`config.mk`:
```
export PLATFORM = sky130hd
export DESIGN_NAME = sar_adc_host
export DESIGN_NICKNAME = d
export VERILOG_FILES = /design/src/rtl/sar_host_pkg.sv /design/src/rtl/sar_sclk_gen.sv /design/src/rtl/sar_shifter.sv /design/src/rtl/sar_adc_host.sv
export SDC_FILE = /design/constraint.sdc
export NUM_CORES = 1
export LEC_CHECK = 0
export BUFFER_PORTS_ARGS = -buffer_cell sky130_fd_sc_hd__buf_4
export CAP_MARGIN = 20
export CORE_UTILIZATION = 25
export DETAILED_ROUTE_END_ITERATION = 10
export SYNTH_ARGS = -nofsm -noshare
export SYNTH_HDL_FRONTEND = slang
export SYNTH_SLANG_ARGS = --single-unit
```
`constraint.sdc`:
```
create_clock -name clk_i -period 2.2 [get_ports clk_i]
set_input_delay 0.66 -clock clk_i [delete_from_list [all_inputs] [get_ports clk_i]]
set_output_delay 0.66 -clock clk_i [all_outputs]
set_load 0.01 [all_outputs]
```
`src/rtl/sar_host_pkg.sv`:
```
package sar_host_pkg;
  typedef enum logic [1:0] {
    ST_IDLE = 2'd0,
    ST_ACQ  = 2'd1,
    ST_CONV = 2'd2,
    ST_XFER = 2'd3
  } host_state_e;
endpackage

```
`src/rtl/sar_sclk_gen.sv`:
```
module sar_sclk_gen #(
  parameter int HALF_DIV = 3
) (
  input  logic clk_i,
  input  logic rst_ni,
  input  logic en_i,
  output logic sclk_o,
  output logic rise_o,
  output logic fall_o
);
  localparam int CW = $clog2(HALF_DIV) + 1;

  logic [CW-1:0] cnt_q;
  logic          lvl_q;
  logic          wrap;

  assign wrap   = en_i && (cnt_q == CW'(HALF_DIV - 1));
  assign rise_o = wrap && !lvl_q;
  assign fall_o = wrap && lvl_q;
  assign sclk_o = lvl_q;

  always_ff @(posedge clk_i or negedge rst_ni) begin
    if (!rst_ni) begin
      cnt_q <= '0;
      lvl_q <= 1'b0;
    end else if (!en_i) begin
      cnt_q <= '0;
      lvl_q <= 1'b0;
    end else if (wrap) begin
      cnt_q <= '0;
      lvl_q <= !lvl_q;
    end else begin
      cnt_q <= cnt_q + 1'b1;
    end
  end
endmodule

```
`src/rtl/sar_shifter.sv`:
```
module sar_shifter #(
  parameter int DATA_W = 16,
  parameter int CFG_W  = 2
) (
  input  logic              clk_i,
  input  logic              rst_ni,
  input  logic              load_i,
  input  logic [CFG_W-1:0]  cfg_i,
  input  logic              rise_i,
  input  logic              fall_i,
  input  logic              dat_i,
  output logic              cfg_bit_o,
  output logic [DATA_W-1:0] rx_o
);
  logic [CFG_W-1:0]  tx_q;
  logic [DATA_W-1:0] rx_q;

  assign cfg_bit_o = tx_q[CFG_W-1];
  assign rx_o      = rx_q;

  // tx advances on falling clock so each bit is stable across the next rise
  always_ff @(posedge clk_i or negedge rst_ni) begin
    if (!rst_ni)     tx_q <= '0;
    else if (load_i) tx_q <= cfg_i;
    else if (fall_i) tx_q <= {tx_q[CFG_W-2:0], 1'b0};
  end

  always_ff @(posedge clk_i or negedge rst_ni) begin
    if (!rst_ni)     rx_q <= '0;
    else if (rise_i) rx_q <= {rx_q[DATA_W-2:0], dat_i};
  end
endmodule

```
`src/rtl/sar_adc_host.sv`:
```
module sar_adc_host
  import sar_host_pkg::*;
#(
  parameter int          DATA_W      = 16,
  parameter int          CFG_W       = 2,
  parameter int          HALF_DIV    = 3,
  parameter int          CONV_CYCLES = 320,
  parameter logic [1:0]  CFG_RESET   = 2'b10
) (
  input  logic              clk_i,
  input  logic              rst_ni,
  input  logic              start_i,
  input  logic [CFG_W-1:0]  cfg_i,
  input  logic              adc_dat_i,
  output logic              cvt_o,
  output logic              sclk_o,
  output logic              cfg_bit_o,
  output logic              busy_o,
  output logic              valid_o,
  output logic [DATA_W-1:0] data_o,
  output logic [CFG_W-1:0]  cfg_o
);
  localparam int TW = $clog2(CONV_CYCLES + 1);
  localparam int BW = $clog2(DATA_W + 1);

  host_state_e       state_q, state_d;
  logic [TW-1:0]     tmr_q;
  logic [BW-1:0]     bits_q;
  logic [CFG_W-1:0]  pend_q, act_q, cfg_q;
  logic [DATA_W-1:0] data_q, rx;
  logic              cvt_q, valid_q;
  logic              rise, fall, take, done;

  assign take = (state_q == ST_IDLE) && start_i;
  assign done = (state_q == ST_XFER) && fall && (bits_q == BW'(DATA_W));

  always_comb begin
    state_d = state_q;
    unique case (state_q)
      ST_IDLE: if (start_i) state_d = ST_ACQ;
      ST_ACQ:  state_d = ST_CONV;
      ST_CONV: if (tmr_q == TW'(CONV_CYCLES - 1)) state_d = ST_XFER;
      ST_XFER: if (done) state_d = ST_IDLE;
      default: state_d = ST_IDLE;
    endcase
  end

  always_ff @(posedge clk_i or negedge rst_ni) begin
    if (!rst_ni) begin
      state_q <= ST_IDLE;
      cvt_q   <= 1'b1;
      tmr_q   <= '0;
      bits_q  <= '0;
    end else begin
      state_q <= state_d;
      cvt_q   <= (state_d == ST_IDLE) || (state_d == ST_CONV);
      tmr_q   <= (state_q == ST_CONV) ? tmr_q + 1'b1 : '0;
      if (state_q != ST_XFER) bits_q <= '0;
      else if (rise)          bits_q <= bits_q + 1'b1;
    end
  end

  // the code sent now governs the next sample; report the one in force
  always_ff @(posedge clk_i or negedge rst_ni) begin
    if (!rst_ni) begin
      pend_q  <= '0;
      act_q   <= CFG_RESET;
      cfg_q   <= '0;
      data_q  <= '0;
      valid_q <= 1'b0;
    end else begin
      valid_q <= done;
      if (take) pend_q <= cfg_i;
      if (done) begin
        data_q <= rx;
        cfg_q  <= act_q;
        act_q  <= pend_q;
      end
    end
  end

  sar_sclk_gen #(.HALF_DIV(HALF_DIV)) u_sclk (
    .clk_i  (clk_i),
    .rst_ni (rst_ni),
    .en_i   (state_q == ST_XFER),
    .sclk_o (sclk_o),
    .rise_o (rise),
    .fall_o (fall)
  );

  sar_shifter #(.DATA_W(DATA_W), .CFG_W(CFG_W)) u_shift (
    .clk_i     (clk_i),
    .rst_ni    (rst_ni),
    .load_i    (take),
    .cfg_i     (cfg_i),
    .rise_i    (rise),
    .fall_i    (fall),
    .dat_i     (adc_dat_i),
    .cfg_bit_o (cfg_bit_o),
    .rx_o      (rx)
  );

  assign cvt_o   = cvt_q;
  assign busy_o  = (state_q != ST_IDLE);
  assign valid_o = valid_q;
  assign data_o  = data_q;
  assign cfg_o   = cfg_q;
endmodule

```
==> results of run 1 <==
## cell usage after synthesis
cell	n
a31oi_1	1
dfrtp_1	60
ha_1	5
xor2_1	2
o221a_2	1
nand2b_1	3
and2_1	2
mux2i_1	2
buf_6	2
or3b_2	2
clkbuf_1	1
or2_2	2
a21oi_1	8
o31ai_1	5
or3_1	2
o21ai_0	5
nor2b_1	1
o211ai_1	1
mux2_4	19
o221ai_1	1
nor2_4	1
nand3_4	1
mux2_2	18
xnor2_1	1
and4b_4	1
buf_4	2
nand4b_4	1
inv_1	6
nand2_1	8
nor2_1	10
or4_1	4
buf_2	1
dfstp_2	2
and4bb_2	1
nand3_1	11
## report_power, final
part	switching (uW)	total (uW)	internal, uW	leakage (uW)
logic	25.3	34.4	9.11	0.000653
registers	1.95	1150	1140	0.000838
clock network	415	1080	666	0.000110
## final timing paths
check | startpoint | to | slack, ns | depth (start not counted)
max | state_q[1] | busy_o | 0.20 | 2
min | rst_ni | u_sclk.cnt_q[0] | 0.39 | 1
max in group asynchronous | rst_ni | u_shift.rx_o[9] | 1.30 | 1
min in group clk_i | u_sclk.cnt_q[0] | u_sclk.cnt_q[0] | 0.46 | 1
max reg2reg | u_sclk.cnt_q[0] | data_o[5] | 0.29 | 5
min reg2reg | u_sclk.cnt_q[0] | u_sclk.cnt_q[0] | 0.46 | 1
## worst max-delay path: cells and delay by family, from the launching register on
family	cells	cell delay [ns]
flops	1	0.49
simple gates	1	0.36
buf+inv	1	0.15
## per-stage QoR
step,util,std cells
finish,0.312,368
floorplan,-,193
global route,0.312,368
global placement,0.291,352
detailed placement,0.291,352
CTS,0.312,368
## sequential cells by signal, summed over array words and instances, names as in the netlist
signal         flops
act_q              2
u_shift.rx_o      16
u_shift.tx_q       2
bits_q             5
tmr_q              9
u_sclk.cnt_q       3
valid_o            1
data_o            16
state_q            2
pend_q             2
cvt_o              1
cfg_o              2
u_sclk.sclk_o      1
## cells by family after synthesis
| kind of cell | count (synthesis) | synth area share |
|---|---|---|
| flops | 62 | 0.583 |
| mux | 39 | 0.190 |
| buf+inv | 12 | 0.0258 |
| fa+ha+maj | 5 | 0.0235 |
| simple gates | 50 | 0.117 |
| xor+xnor | 3 | 0.00985 |
| compound gates | 22 | 0.0511 |
## metal layers
layer | vias up | global-route usage
li1 | 752 | -
met1 | 770 | 0.123
met2 | 25 | 0.134
met3 | 10 | 0.0371
met4 | 0 | 0.0543
met5 | - | 0
## cell usage in the layout, fill, tap and decap left out, types with 3 or more instances in the layout
cell type	netlist	final
a21oi_1	8	8
buf_4	2	29
clkbuf_8	0	10
dfrtp_1	60	60
ha_1	5	5
inv_1	6	6
mux2_2	18	18
mux2_4	19	19
nand2_1	8	8
nand2b_1	3	3
nand3_1	11	11
nor2_1	10	10
o21ai_0	5	5
o31ai_1	5	5
or4_1	4	4
## final cells by class
cell class / count / area (um2)
Clock buffer: 12 / 145
Clock inverter: 4 / 70.1
Fill cell: 1015 / 7100
Inverter: 6 / 22.5
Multi-Input combinational cell: 119 / 1040
Sequential cell: 62 / 1550
Tap cell: 136 / 170
Timing Repair Buffer: 29 / 218
==> flow_metrics.py, run 1 <==
metrics = {
    "status": {
        "status": "completed",
    },
    "die": {
        "boundaryPins": 29,
        "die-width_um": 105,
        "num_rows": 37,
        "initial_core_util": 0.258,
        "dieArea_um2": 11100,
        "fp.coreArea_um2": 10300,
        "die_y_um": 105,
    },
    "place": {
        "place.gp.congestion": 0.699,
        "io_buffers": 28,
        "dp_hpwl_um": 3080,
        "pre_cts_ws_ns": 0.266,
        "place_area_um2": 3010,
    },
    "sta": {
        "timing.hold.ws_ns": 0.393,
        "max_freq_ghz": 0.500,
        "relSlewSlack": 0.491,
        "worst_slack_ns": 0.200,
        "fin_crit_sh": 0.909,
        "worst_pin_slew_ns": 0.763,
        "rsz0062_at_grt": "false",
        "maxSlewViolCount": 0,
        "fin_worst_skew_ns": 0.00512,
        "period_needed_ns": 2.00,
        "hold_viol": 0,
        "finalSetupViolations": 0,
        "fin_setup_tns_ns": 0,
    },
    "setup_path": {
        "worstPathMaxFanout": 9,
        "cp_slowest_cell": "dfrtp_1",
        "path_cells": "or2_2, buf_4",
        "end_kind": "output port",
        "slowest_delay_ns": 0.49,
        "cp-start-kind": "register",
        "required_ns": 1.54,
        "critPathArrivalTime_ns": 1.34,
        "crit_type": "register to output port",
    },
    "routing": {
        "top_layer": "met4",
        "wire_per_inst_um": 12.5,
        "wirelength_um": 4610,
        "wl_met3_um": 283,
        "drtAntennaViolNets": 0,
        "vias": 1557,
        "dr.first_iter.drc_count": 49,
        "wl_met1_um": 2230,
        "route.met2.wl_um": 2000,
        "drcViolationCount": 0,
        "drt_first_pass_iters": 3,
        "routed_via_density": 4.23,
    },
    "clock_network": {
        "cts_setup_buffers": 0,
        "htreeDepth": 3,
        "insertion_delay_ns": 0.34,
        "numClockSinks": 62,
        "post_cts_resized": 0,
        "cts_buffer_depth": 2,
        "path_clk_slew_ns": 0.06,
        "cts_buffers": 9,
        "cts_tree": "built",
        "cts-root-buf": "clkbuf_8",
        "cts_hold_buf": 0,
    },
    "synthesis": {
        "syn_area_per_cell_um2": 13.8,
        "syn-instance-count": 193,
        "synth.cell_area_um2": 2670,
        "synthTopCellsByArea": "dfrtp_1 56%, mux2_4 11%, mux2_2 7.6%",
        "synth_top_area_frac": 0.563,
        "synth_cell_types": 35,
        "syn-num-nets": 204,
        "ys.warnings.count": 0,
        "synth_area_leader_cell": "dfrtp_1",
        "ys_seq_elements": 62,
        "yosysSeqAreaShare": 0.583,
    },
    "job": {
        "max_cap_violations": 0,
    },
    "finish": {
        "antenna-diode-count": 0,
        "area_delta_synth_final_pct": 20.9,
        "finalNetCount": 238,
        "drive_gt1_frac": 0.397,
        "stdcell_area_um2": 3220,
    },
    "power_and_ir_drop": {
        "leakage_uw": 0.00160,
        "power-per-cell-area_nw_per_um2": 701,
        "power_uw": 2260,
        "vdd_drop_max_v": 0.000251,
    },
    "global_route": {
        "grt_max_degree": 63,
        "grt_pass1_wl_um": 8050,
        "grt_use_total": 0.0952,
        "grt-ovfl-total": 0,
        "antenna_found_initial": 0,
        "grt_pass1_vias": 1626,
    },
    "hold_path": {
        "hp-class": "primary input to asynchronous set/reset pin",
    },
}
No activity file was read; power rests on OpenSTA's default activity.
==> inputs of run 2 (changes only) <==
--- a/config.mk
+++ b/config.mk
@@ -13,2 +13,3 @@
 export SYNTH_HDL_FRONTEND = slang
 export SYNTH_SLANG_ARGS = --single-unit
+export TNS_END_PERCENT = 5
==> constraint.sdc (replaced) <==
create_clock -name clk_i -period 2.2 [get_ports clk_i]
set_input_delay 0.11 -clock clk_i [delete_from_list [all_inputs] [get_ports clk_i]]
set_output_delay 0.11 -clock clk_i [all_outputs]
set_load 0.01 [all_outputs]
==> run 2 against run 1 <==
Maximum frequency is 4.7% higher. Routed wire length is 0.17% higher. Power is 0.14% higher. Worst setup slack gained 0.089 ns. Global-route usage unchanged. Count of clock-buffer cells in the layout unchanged. Critical endpoint is now data_o[5]. Highest routed layer unchanged.
==> flow_metrics.py, run 2 (synthesis gave the netlist of run 1 again) <==
metrics = {
    "finish": {
        "layout_common_cells": "60 x dfrtp_1, 29 x buf_4, 19 x mux2_4",
        "area_delta_synth_final_pct": 22.0,
        "drive_gt1_frac": 0.391,
        "finalNetCount": 241,
        "instances_no_fill": 371,
        "final_common_cell": "dfrtp_1",
        "antenna-diode-count": 0,
    },
    "routing": {
        "vias": 1556,
        "drtAntennaViolNets": 0,
        "routed_via_density": 4.19,
        "wirelength_um": 4620,
        "top_layer": "met4",
        "route.met2.wl_um": 2000,
        "wl_met3_um": 241,
        "wl_met1_um": 2270,
        "drt_first_pass_iters": 4,
        "dr.first_iter.drc_count": 45,
        "wire_per_inst_um": 12.5,
        "drcViolationCount": 0,
    },
    "place": {
        "io_buffers": 28,
        "pre_cts_ws_ns": 0.266,
        "dp_hpwl_um": 3080,
        "dp.cells": 352,
        "place.gp.congestion": 0.699,
    },
    "sta": {
        "fin_worst_skew_ns": 0.00512,
        "period_needed_ns": 1.91,
        "max_freq_ghz": 0.523,
        "finalSetupViolations": 0,
        "fin_crit_sh": 0.869,
        "worst_slack_ns": 0.289,
        "relSlewSlack": 0.491,
        "maxSlewViolCount": 0,
        "fin_setup_tns_ns": 0,
        "timing.hold.ws_ns": 0.0823,
        "worst_pin_slew_ns": 0.764,
        "hold_viol": 0,
        "rsz0062_at_grt": "false",
    },
    "hold_path": {
        "hp-class": "primary input to register",
    },
    "setup_path": {
        "path_cells": "inv_1, ha_1, and4b_4, nand3_4, mux2_4",
        "cp_top_family": "simple AND/OR/NAND/NOR gates",
        "cp_slowest_cell": "mux2_4",
        "critPathArrivalTime_ns": 2.13,
        "required_ns": 2.42,
        "crit_buf_inv": 1,
        "cp-start-kind": "register",
        "end_kind": "register",
        "slowest_delay_ns": 0.42,
        "crit_type": "register to register",
        "worstPathMaxFanout": 22,
    },
    "clock_network": {
        "cts_buffers": 9,
        "insertion_delay_ns": 0.34,
        "cts_buffer_depth": 2,
        "htreeDepth": 3,
        "cts-root-buf": "clkbuf_8",
        "numClockSinks": 62,
        "cts_tree": "built",
        "path_clk_slew_ns": 0.07,
        "cts_setup_buffers": 0,
    },
    "die": {
        "die-width_um": 105,
        "num_rows": 37,
        "boundaryPins": 29,
        "dieArea_um2": 11100,
        "initial_core_util": 0.258,
        "fp.coreArea_um2": 10300,
        "die_y_um": 105,
    },
    "global_route": {
        "antenna_found_initial": 0,
        "grt-ovfl-total": 0,
        "grt_max_degree": 63,
        "grt_pass1_vias": 1631,
        "grt_pass1_wl_um": 8050,
        "grt_use_total": 0.0952,
    },
    "power_and_ir_drop": {
        "leakage_uw": 0.00161,
        "vdd_drop_max_v": 0.000250,
        "power-per-cell-area_nw_per_um2": 696,
    },
    "status": {
        "status": "completed",
    },
    "job": {
        "max_cap_violations": 0,
    },
}
[run 2: worst reg2reg max path: stages, from the launching register on]
cell     delay, ns
dfrtp_1       0.40
inv_1         0.06
ha_1          0.26
and4b_4       0.31
nand3_4       0.34
mux2_4        0.43
[run 2: per-stage QoR]
stage,cell area (um2),utilization,power [uW]
after floorplan,2670,-,1170
after global placement,3010,0.291,1200
after detailed placement,3010,0.291,1200
after CTS,3250,0.315,2310
after global routing,3250,0.315,2370
final,3250,0.315,2260
[run 2: final cells by class]
| class | instances | area, um2 |
|---|---|---|
| well taps | 136 | 170 |
| inverters | 6 | 22.5 |
| multi-input cells | 119 | 1040 |
| fillers | 1015 | 7070 |
| clock buffers | 12 | 145 |
| repair buffers | 32 | 248 |
| flip-flops and latches | 62 | 1550 |
| clock inverters | 4 | 70.1 |
[run 2: power by group]
group	total (uW)	internal, uW	switching, uW
Sequential	1150	1140	1.95
Combinational	38.8	12.6	26.1
Clock	1080	666	414
Total	2260	1820	442
[run 2: worst paths after layout]
kind	from	endpoint	slack, ns	cells past startpoint
max in group asynchronous	rst_ni	u_shift.rx_o[9]	1.29	2
min	cfg_i[0]	u_shift.tx_q[0]	0.08	3
max	u_sclk.cnt_q[0]	data_o[5]	0.29	5
min in group asynchronous	rst_ni	u_sclk.cnt_q[0]	0.40	2
max reg2reg	u_sclk.cnt_q[0]	data_o[5]	0.29	5
min reg2reg	u_sclk.cnt_q[0]	u_sclk.cnt_q[0]	0.46	1
[run 2: timing repair]
item | in CTS | in global routing
endpoints found under the hold margin | 62 | 0
resized for setup | 0 | 0
hold buffers | 3 | 0
[run 2: metal layers]
metal	up-vias	track usage
li1	758	-
met1	763	0.125
met2	25	0.134
met3	10	0.0346
met4	0	0.0543
met5	-	0
==> inputs of run 3 (changes only) <==
CORE_UTILIZATION = 42   (was 25)
CTS_BUF_LIST = sky130_fd_sc_hd__clkbuf_8   (was default)
SLEW_MARGIN = 20   (was default)
==> run 3 against run 2 <==
Power grew 6.0%. Hold slack lost 0.071 ns. Flip-flop and latch count is the same. Cell count shrank 17%. Sequential power is essentially flat. Register-to-register slack lost 0.02 ns. First-iteration DRC count grew 130%. Critical path type unchanged. Largest power group is now clock. Count of clock-buffer cells in the layout shrank 3. Clock power grew 13%. Maximum frequency shrank 1.3%. Clock skew grew 0.0022 ns. Design area shrank 2.0%.
==> flow_metrics.py, run 3 (synthesis gave the netlist of run 1 again) <==
metrics = {
    "status": {
        "status": "completed",
    },
    "power_and_ir_drop": {
        "clkPwrFrac": 0.508,
        "power-per-cell-area_nw_per_um2": 752,
        "leakage_uw": 0.00162,
        "p_switching_uw": 487,
        "switching_share": 0.203,
        "intPower_uw": 1910,
        "power_frac_comb": 0.015,
        "p_seq_frac": 0.477,
        "vdd_drop_max_v": 0.000408,
    },
    "job": {
        "max_cap_violations": 0,
    },
    "place": {
        "io_buffers": 28,
        "pre_cts_ws_ns": 0.250,
        "dp.cells": 291,
        "place.gp.congestion": 0.784,
        "dp_hpwl_um": 2830,
    },
    "sta": {
        "timing.hold.ws_ns": 0.0117,
        "relSlewSlack": 0.492,
        "fin_setup_tns_ns": 0,
        "worst_slack_ns": 0.264,
        "period_needed_ns": 1.94,
        "hold_viol": 0,
        "fin_crit_sh": 0.880,
        "fin_worst_skew_ns": 0.00729,
        "max_freq_ghz": 0.517,
        "finalSetupViolations": 0,
        "maxSlewViolCount": 0,
        "rsz0062_at_grt": "false",
        "worst_pin_slew_ns": 0.761,
    },
    "die": {
        "fp.coreArea_um2": 6030,
        "die_y_um": 81.7,
        "num_rows": 28,
        "die-width_um": 81.7,
        "boundaryPins": 29,
        "dieArea_um2": 6670,
        "initial_core_util": 0.443,
    },
    "global_route": {
        "grt_pass1_vias": 1499,
        "grt-ovfl-total": 0,
        "grt_pass1_wl_um": 7120,
        "grt_max_degree": 63,
        "antenna_found_initial": 0,
        "grt_use_total": 0.149,
    },
    "setup_path": {
        "cp-start-kind": "register",
        "worstPathMaxFanout": 22,
        "end_kind": "register",
        "critPathArrivalTime_ns": 2.15,
        "crit_type": "register to register",
        "required_ns": 2.42,
        "path_cells": "inv_1, ha_1, and4b_4, nand3_4, mux2_4",
        "slowest_delay_ns": 0.43,
        "cp_slowest_cell": "mux2_4",
    },
    "clock_network": {
        "cts_buffer_depth": 2,
        "numClockSinks": 62,
        "insertion_delay_ns": 0.33,
        "htreeDepth": 3,
        "path_clk_slew_ns": 0.07,
        "cts_tree": "built",
        "cts_buffers": 9,
        "cts_hold_buf": 1,
        "cts_setup_buffers": 0,
        "cts-root-buf": "clkbuf_8",
        "post_cts_resized": 0,
    },
    "finish": {
        "area_delta_synth_final_pct": 19.5,
        "instances_no_fill": 308,
        "n_fill_cell": 537,
        "drive_gt1_frac": 0.403,
        "finish.utilization": 0.529,
        "final_common_cell": "dfrtp_1",
        "antenna-diode-count": 0,
        "finalNetCount": 239,
        "layout_common_cells": "60 x dfrtp_1, 29 x buf_4, 19 x mux2_4",
    },
    "routing": {
        "wire_per_inst_um": 13.8,
        "routed_via_density": 5.10,
        "drtAntennaViolNets": 0,
        "dr.first_iter.drc_count": 102,
        "drcViolationCount": 0,
        "drt_first_pass_iters": 4,
        "wirelength_um": 4260,
        "vias": 1570,
    },
    "hold_path": {
        "hp-class": "primary input to register",
    },
}
run 3: worst max-delay path: cells and delay by family, from the launching register on:
kind,cells,cell delay (ns)
AND/OR/NAND/NOR,2,0.66
multiplexers,1,0.43
flip-flops,1,0.40
adder cells (fa/ha/maj),1,0.26
buffers and inverters,1,0.06
run 3: final timing paths:
path	startpoint	to	slack, ns	cells after the start
max	u_sclk.cnt_q[0]	data_o[4]	0.26	5
min	adc_dat_i	u_shift.rx_o[0]	0.01	2
max reg2reg	u_sclk.cnt_q[0]	data_o[4]	0.26	5
min reg2reg	u_sclk.cnt_q[0]	u_sclk.cnt_q[0]	0.46	1
max in group asynchronous	rst_ni	data_o[0]	1.30	2
min in group asynchronous	rst_ni	cfg_o[1]	0.38	2
run 3: stage by stage:
| step | cell area (um2) | power, uW |
|---|---|---|
| final | 3190 | 2400 |
| after global routing | 3190 | 2490 |
| after CTS | 3190 | 2430 |
| after detailed placement | 2930 | 1200 |
| after global placement | 2930 | 1200 |
| after floorplan | 2670 | 1170 |
run 3: power groups by stage:
stage	clock (uW)	sequential (uW)	combinational [uW]
after floorplan	0	1170	3.77
after global placement	0	1170	36.6
after detailed placement	0	1170	36.4
after CTS	1250	1140	38.0
after global routing	1300	1140	42.3
final	1220	1150	35.4
run 3: layer usage:
layer	vias to the layer above	GRT usage	part of all wire
li1	752	-	-
met1	787	0.198	0.49
met2	25	0.212	0.46
met3	6	0.0411	0.033
met4	0	0.0965	0.015
met5	-	0	0
run 3: layout make-up:
type	instances	area (um2)	share of cell area
flip-flops and latches	62	1550	0.487
multi-input cells	119	1040	0.328
repair buffers	30	228	0.0714
clock buffers	9	124	0.0389
clock inverters	7	121	0.0381
well taps	75	93.8	0.0294
inverters	6	22.5	0.00706
